File: src/rtl/drvadj_pkg.sv
package drvadj_pkg;

    localparam int LVL_W = 2;
    localparam int NIB_W = 2 * LVL_W;

    typedef logic [LVL_W-1:0] lvl_t;

    // Drive byte: [7:6] zero, [5] emph limit hit, [4:3] emph, [2] swing limit hit, [1:0] swing
    typedef struct packed {
        logic [1:0] rsvd;
        logic       emph_hit;
        lvl_t       emph;
        logic       swing_hit;
        lvl_t       swing;
    } drive_t;

    // Highest swing allowed for a given pre-emphasis level
    function automatic lvl_t swing_ceiling(lvl_t emph);
        return lvl_t'(2'd3 - emph);
    endfunction

    // A source limit is legal only at level 2 or 3
    function automatic logic limit_legal(lvl_t lim);
        return lim[1];
    endfunction

endpackage

File: src/rtl/drvadj_lane_max.sv
module drvadj_lane_max
    import drvadj_pkg::*;
#(
    parameter int NUM_LANES = 4
) (
    input  logic [NUM_LANES*NIB_W-1:0]       req,
    input  logic [$clog2(NUM_LANES+1)-1:0]   lane_cnt,
    output lvl_t                             swing_max,
    output lvl_t                             emph_max
);
    localparam int CNT_W = $clog2(NUM_LANES + 1);

    logic [NUM_LANES:0][LVL_W-1:0] swing_chain;
    logic [NUM_LANES:0][LVL_W-1:0] emph_chain;

    assign swing_chain[0] = '0;
    assign emph_chain[0]  = '0;

    for (genvar i = 0; i < NUM_LANES; i++) begin : g_lane
        logic active;
        lvl_t swing_i;
        lvl_t emph_i;

        assign active  = (CNT_W'(i) < lane_cnt);
        assign swing_i = active ? req[i*NIB_W +: LVL_W]         : '0;
        assign emph_i  = active ? req[i*NIB_W + LVL_W +: LVL_W] : '0;

        assign swing_chain[i+1] = (swing_i > swing_chain[i]) ? swing_i : swing_chain[i];
        assign emph_chain[i+1]  = (emph_i  > emph_chain[i])  ? emph_i  : emph_chain[i];
    end

    assign swing_max = swing_chain[NUM_LANES];
    assign emph_max  = emph_chain[NUM_LANES];

endmodule

File: src/rtl/drvadj_limit.sv
module drvadj_limit
    import drvadj_pkg::*;
(
    input  lvl_t   swing_req,
    input  lvl_t   emph_req,
    input  lvl_t   src_swing_max,
    input  lvl_t   src_emph_max,
    output drive_t drive,
    output logic   cfg_bad
);
    lvl_t emph_d;
    logic emph_hit_d;
    lvl_t ceil_d;
    lvl_t swing_capped;
    lvl_t swing_d;
    logic swing_hit_d;

    // Stage 1: clamp pre-emphasis to the source limit
    always_comb begin
        emph_d     = emph_req;
        emph_hit_d = 1'b0;
        if (emph_req >= src_emph_max) begin
            emph_d     = src_emph_max;
            emph_hit_d = 1'b1;
        end
    end

    // Stage 2: swing ceiling follows the pre-emphasis in use
    always_comb begin
        ceil_d       = swing_ceiling(emph_d);
        swing_capped = (swing_req > ceil_d) ? ceil_d : swing_req;
    end

    // Stage 3: clamp swing to the source limit
    always_comb begin
        swing_d     = swing_capped;
        swing_hit_d = 1'b0;
        if (swing_capped >= src_swing_max) begin
            swing_d     = src_swing_max;
            swing_hit_d = 1'b1;
        end
    end

    always_comb begin
        drive           = '0;
        drive.swing     = swing_d;
        drive.swing_hit = swing_hit_d;
        drive.emph      = emph_d;
        drive.emph_hit  = emph_hit_d;
    end

    assign cfg_bad = !limit_legal(src_emph_max) || !limit_legal(src_swing_max);

endmodule

File: src/rtl/lane_drive_adjust.sv
module lane_drive_adjust
    import drvadj_pkg::*;
#(
    parameter int NUM_LANES = 4
) (
    input  logic                               clk,
    input  logic                               rst,
    input  logic                               start,
    input  logic [$clog2(NUM_LANES+1)-1:0]     lane_cnt,
    input  logic [NUM_LANES*NIB_W-1:0]         adj_req,
    input  logic [LVL_W-1:0]                   src_swing_max,
    input  logic [LVL_W-1:0]                   src_emph_max,
    output logic [NUM_LANES*8-1:0]             lane_drive,
    output logic                               done,
    output logic                               cfg_err
);
    typedef struct packed {
        logic [NUM_LANES-1:0][7:0] drive;
        logic                      done;
        logic                      cfg_err;
    } state_t;

    state_t st_d, st_q;

    lvl_t   req_swing;
    lvl_t   req_emph;
    drive_t drv_byte;
    logic   cfg_bad;

    drvadj_lane_max #(
        .NUM_LANES (NUM_LANES)
    ) u_lane_max (
        .req       (adj_req),
        .lane_cnt  (lane_cnt),
        .swing_max (req_swing),
        .emph_max  (req_emph)
    );

    drvadj_limit u_limit (
        .swing_req     (req_swing),
        .emph_req      (req_emph),
        .src_swing_max (src_swing_max),
        .src_emph_max  (src_emph_max),
        .drive         (drv_byte),
        .cfg_bad       (cfg_bad)
    );

    always_comb begin
        st_d      = st_q;
        st_d.done = 1'b0;
        if (start) begin
            for (int i = 0; i < NUM_LANES; i++) begin
                st_d.drive[i] = drv_byte;
            end
            st_d.done    = 1'b1;
            st_d.cfg_err = cfg_bad;
        end
    end

    always_ff @(posedge clk) begin
        if (rst) st_q <= '0;
        else     st_q <= st_d;
    end

    assign lane_drive = st_q.drive;
    assign done       = st_q.done;
    assign cfg_err    = st_q.cfg_err;

    drive_t lane0_q;
    assign lane0_q = drive_t'(st_q.drive[0]);

    AST_DONE_AFTER_START: assert property (@(posedge clk) disable iff (rst)
        start |=> done);
    AST_DONE_ONE_SHOT: assert property (@(posedge clk) disable iff (rst)
        !start |=> !done);
    AST_DRIVE_HOLD: assert property (@(posedge clk) disable iff (rst)
        !start |=> $stable(lane_drive) && $stable(cfg_err));
    AST_SWING_CEILING: assert property (@(posedge clk) disable iff (rst)
        done |-> ({1'b0, lane0_q.swing} + {1'b0, lane0_q.emph}) <= 3'd3);
    AST_EMPH_FLAG_AT_LIMIT: assert property (@(posedge clk) disable iff (rst)
        (done && lane0_q.emph_hit) |-> lane0_q.emph == $past(src_emph_max));
    AST_SWING_FLAG_AT_LIMIT: assert property (@(posedge clk) disable iff (rst)
        (done && lane0_q.swing_hit) |-> lane0_q.swing == $past(src_swing_max));
    AST_RSVD_ZERO: assert property (@(posedge clk) disable iff (rst)
        done |-> lane0_q.rsvd == 2'b00);

endmodule

File: config.mk
export PLATFORM = sky130hd
export DESIGN_NAME = lane_drive_adjust
export DESIGN_NICKNAME = d
export VERILOG_FILES = /design/src/rtl/drvadj_pkg.sv /design/src/rtl/drvadj_lane_max.sv /design/src/rtl/drvadj_limit.sv /design/src/rtl/lane_drive_adjust.sv
export SDC_FILE = /design/constraint.sdc
export NUM_CORES = 1
export LEC_CHECK = 0
export CORE_MARGIN = 2
export CORE_UTILIZATION = 30
export DETAILED_ROUTE_END_ITERATION = 8
export DONT_BUFFER_PORTS = 1
export GPL_ROUTABILITY_DRIVEN = 0
export GPL_TIMING_DRIVEN = 1
export PLACE_DENSITY_LB_ADDON = 0.25
export SYNTH_ARGS = -nofsm -noshare
export SYNTH_HDL_FRONTEND = slang
export SYNTH_SLANG_ARGS = --single-unit
File: constraint.sdc
create_clock -name clk -period 16 [get_ports clk]
set_input_delay 0.8 -clock clk [delete_from_list [all_inputs] [get_ports clk]]
set_output_delay 0.8 -clock clk [all_outputs]
set_load 0.005 [all_outputs]
After elaboration in Yosys (flattened, before gate mapping) --
Index checks and enable logic that the tools add are counted.
Word-level totals: register bits after elaboration 8, input port bits 26, output and inout bits 34, word-level logic and storage cells 44
Operators by class: add/subtract/negate cells 1, magnitude comparators 15, mux-type cells 22, reductions and logical operators 3
Operators with widths (count):
- 2-bit two-way mux | 20
- 2-bit > comparator | 7
- 1-bit by 3-bit < comparator with 1-bit output, first input constant | 2
- 2-bit by 3-bit < comparator with 1-bit output, first input constant | 2
- 2-bit >= comparator | 2
- 2-bit by 1-bit > comparator with 1-bit output, second input constant | 2
- 1-bit logical NOT | 2
- 1-bit two-way mux | 2
- 2-bit subtractor, first input constant | 1
- 1-bit logical OR | 1

Depth between registers and ports, before layout --
depth in word-level cells 17, depth in mapped cells 30, mapped depth without buffers 30

By module --
From an unflattened synthesis, not the netlist that was laid out.
Unflattened totals: cell total of the unflattened synthesis 167, area, all modules 1373.8 sq um
By module, submodules not included:
- drvadj_lane_max | times used 1, cells an instance 77, area an instance 564.3 sq um, seq. area each 0.0 sq um
- lane_drive_adjust | times used 1, cells an instance 55, area an instance 526.8 sq um, seq. area each 200.2 sq um
- drvadj_limit | times used 1, cells an instance 35, area an instance 282.8 sq um, seq. area each 0.0 sq um

Worst setup path before layout --
OpenSTA, ideal clock, no wires.
path type in2reg, start input lane_cnt[0], end register st_q (netlist bit lane0_q[0]), setup time 0.066 ns, data arrival time 5.899 ns, data required time 15.934 ns, path slack 10.035 ns, stages 29, buffers on the path 0, path through or3_4 -> nand2_1 -> ha_1 -> nor2b_1 -> o21ai_1 -> mux2i_2 -> ha_1 -> inv_1 -> o22a_1 -> mux2i_1 -> inv_1 -> ha_1 -> nand2b_1 -> o21ai_0 -> a41oi_1 -> o311a_4 -> inv_1 -> ha_1 -> nor2_1 -> nor2_1 -> a21oi_1 -> mux2_2 -> ha_1 -> nand2b_1 -> a21oi_1 -> nor2_1 -> a211o_1 -> a41o_1 -> a21oi_2
Between the ends: cells in the longest elaborated chain, start to end 17, elaborated cells on any way between the ends 35, classes of those cells 1 x add/sub; 15 x order compare; 19 x mux
Ends and longest elaborated chain:
- from (decl) | line lane_drive_adjust.sv:9 | input logic [$clog2(NUM_LANES+1)-1:0] lane_cnt,
- 1-bit by 3-bit < comparator with 1-bit output | line drvadj_lane_max.sv:24 | assign active = (CNT_W'(i) < lane_cnt);
- 2-bit two-way mux | line drvadj_lane_max.sv:26 | assign emph_i = active ? req[i*NIB_W + LVL_W +: LVL_W] : '0;
- 2-bit by 1-bit > comparator with 1-bit output | line drvadj_lane_max.sv:29 | assign emph_chain[i+1] = (emph_i > emph_chain[i]) ? emph_i : emph_chain[i];
- 2-bit two-way mux | line drvadj_lane_max.sv:29
- 2-bit > comparator | line drvadj_lane_max.sv:29
- 2-bit two-way mux | line drvadj_lane_max.sv:29
- 2-bit > comparator | line drvadj_lane_max.sv:29
- 2-bit two-way mux | line drvadj_lane_max.sv:29
- 2-bit > comparator | line drvadj_lane_max.sv:29
- 2-bit two-way mux | line drvadj_lane_max.sv:29
- 2-bit >= comparator | line drvadj_limit.sv:22 | if (emph_req >= src_emph_max) begin
- 2-bit two-way mux | line drvadj_limit.sv:22
- 2-bit subtractor | line drvadj_pkg.sv:19 | return lvl_t'(2'd3 - emph);
- 2-bit > comparator | line drvadj_limit.sv:31 | swing_capped = (swing_req > ceil_d) ? ceil_d : swing_req;
- 2-bit two-way mux * | line drvadj_limit.sv:31
- 2-bit >= comparator | line drvadj_limit.sv:38 | if (swing_capped >= src_swing_max) begin
- 2-bit two-way mux * | line drvadj_limit.sv:38
- to (signal assigned) | line lane_drive_adjust.sv:62 | else st_q <= st_d;
- to (decl) | line lane_drive_adjust.sv:23 | state_t st_d, st_q;
Mark *: on every way between the ends. The rest lies on a longest branch, timed or not. A chain may end at the register's enable or synchronous reset.

Worst setup path after layout --
Same ends and word-level chain as after synthesis.

==> results.sh <==
export IMPL_fmax_mhz=160
export IMPL_drtAntennaViolNets=0
export IMPL_synth_top_family_by_area="adder cells"
export IMPL_hold_violations=0
export IMPL_vias=966
export IMPL_layoutNonFillerInstCount=203
export IMPL_synthAdderAreaFrac_pct=24.9
export IMPL_cp_common_cell="ha_1"
export IMPL_coreArea_mm2=0.00409
export IMPL_vdd_drop_max_mv=0.0268
export IMPL_die_area_mm2=0.00490
export IMPL_synth_compound_area_share_pct=21.7
export IMPL_rsz0062_at_grt="no"
export IMPL_cts_tree="built"
export IMPL_io_buffers=0
export IMPL_synth_cell_type_count=39
export IMPL_antenna_found_initial=0
export IMPL_synth_enable_flop_cells=0
export IMPL_synthFlopType="dfxtp_1"
export IMPL_clk_pin_slew_ns=0.04
export IMPL_design_area_mm2=0.00123
export IMPL_synth_xor_area_share_pct=0
export IMPL_hpwl_um=2030
export IMPL_cts_buffers=3
export IMPL_postCtsSetupBuffers=0
export IMPL_cts_sinks=8
export IMPL_post_place_ws_ns=9.50
export IMPL_slew_violations=0
export IMPL_leakage_nw=0.655
export IMPL_synth_mux_area_share_pct=5.84
export IMPL_routed_via_density=4.76
export IMPL_worstPathRequired_ns=16.16
export IMPL_p_per_area_mw_per_mm2=76.0
export IMPL_diodes=0
export IMPL_drive_gt1_share_pct=8.50
export IMPL_syn_avg_cell_area_um2=7.64
export IMPL_cts_resized=0
export IMPL_finalPower_mw=0.0937
export IMPL_synth_area_leaders="ha_1 25%, buf_4 15%, dfxtp_1 12%, inv_1 7.2%, nand2_1 4.9%"
export IMPL_cpPeakStageDelay_ns=0.39
export IMPL_dpl_cell_count=200
export IMPL_place_area_mm2=0.00119
export IMPL_fillCellCount=452
export IMPL_clk_path_buf_depth=2
export IMPL_grt_total_usage_pct=10.1
export IMPL_yosysWarnings=0
export IMPL_cts_max_level=1
export IMPL_routed_wl_um=2350
export IMPL_synth_top_area_cell="ha_1"
export IMPL_finish_utilization_pct=30.2
export IMPL_hold_buffers=0
export IMPL_grt_pass1_vias=995
export IMPL_grt_pass1_wl_um=4220
export IMPL_drtPass1Iterations=6
export IMPL_drc=0
export IMPL_cp_max_fo=4
export IMPL_ys_ff_latch=8
export IMPL_cp_data_arrival_time_ns=6.40
export IMPL_fin_skew_ns=0
export IMPL_status="finished clean"
export IMPL_yosysTopAreaCellShare_pct=24.9
export IMPL_io_pins=60
export IMPL_post_drt_wl_per_cell_um=11.6
export IMPL_syn_area_mm2=0.00131
export IMPL_yosys_area_share_simple_pct=12.2
export IMPL_clock_latency_ns=0.22
export IMPL_postSynthCellCount=171
export IMPL_synthArstFlopShare_pct=0
export IMPL_drtIter0Drc=51
export IMPL_final_setup_tns_ns=0
export IMPL_finalCriticalPeriod_ns=6.24
export IMPL_syn_to_final_growth_pct=-5.65
export IMPL_setup_viol=0
export IMPL_path_class="input pin to flop"
export IMPL_end_kind="flop"
export IMPL_setup_slack_ns=9.76
export IMPL_startpoint_type="input pin"
export IMPL_slowest_stage="or3_4"
export IMPL_synth_top_cells_by_count="26 x buf_4, 26 x ha_1, 25 x inv_1, 17 x nand2_1, 14 x nor2_1"
export IMPL_min_path_type="flop to flop"
export IMPL_cap_viol_max_count=0
export IMPL_hold_ws_ns=0.494
export IMPL_cts_root_buffer="clkbuf_8"
export IMPL_grt_ovfl_total=0
export IMPL_num_rows=23
export IMPL_fp_dieH_um=70.0
export IMPL_die_x_um=70.0
export IMPL_fin_nets=207
export IMPL_grt_max_degree=15
export IMPL_seq_area_frac_synth_pct=12.3
export IMPL_initial_core_util_pct=32.0
export IMPL_min_period_over_period_pct=39.0
==> layer usage <==
metal	global-route usage, %	vias up	part of all wire [%]
met5	0	-	0
met4	1.28	0	0
met3	3.75	0	6.8
met2	19.3	23	53
met1	10.9	439	41
li1	-	504	-
==> registers in the layout (all words and copies together) (netlist names) <==
signal	flops
cfg_err	1
lane0_q	6
done	1
==> power breakdown <==
part	total (mW)	switching [mW]	leakage (nW)	internal, mW
Clock	0.0233	0.00706	0.0216	0.0162
Combinational	0.0451	0.0241	0.567	0.0209
Sequential	0.0253	0.00328	0.0663	0.0220
Total	0.0937	0.0345	0.655	0.0592
==> worst paths after layout <==
path / start / endpoint / slack [ns] / cells past startpoint
setup / recovery: lane_cnt[0] / lane0_q[0] / 9.76 / 29
hold / removal: cfg_err / cfg_err / 0.49 / 2
hold reg to reg: cfg_err / cfg_err / 0.49 / 2
setup reg to reg: lane0_q[0] / lane0_q[0] / 14.86 / 4
==> critical path: cells and delay by family <==
kind | cells | cell delay [ns]
simple gates | 8 | 1.05
compound gates | 10 | 2.17
mux | 3 | 0.93
buf+inv | 3 | 0.19
fa+ha+maj | 5 | 1.23
==> layout by cell type, fill, tap and decap left out, types with 2 or more instances in the layout <==
cell type and instances:
a211o_1 2, a21oi_1 5, a31oi_1 2, clkbuf_8 3
conb_1 8, dfxtp_1 8, ha_1 26, inv_1 25
mux2_2 2, mux2i_1 4, nand2_1 17, nand2b_1 2
nor2_1 14, nor2b_1 2, o21ai_0 7, o21ai_1 4
o22ai_1 2
==> kinds of logic (layout without fill, tap and decap cells) <==
kind of cell               count (synthesis)  in the layout
AOI/OAI and AO/OA                         39             39
adders and majority gates                 26             26
buffers and inverters                     53             28
DFF                                        8              8
muxes                                      7              7
other                                      1              8
and+or+nand+nor                           37             37
==> cell type report <==
cell class / instances / area [um^2] / area share [%]
sequential: 8 / 160 / 13.0
inverter: 25 / 93.8 / 7.61
clock buffer: 3 / 41.3 / 3.35
multi-input combinational: 117 / 875 / 71.0
tap: 50 / 62.6 / 5.08
No activity file was read; power rests on OpenSTA's default activity.
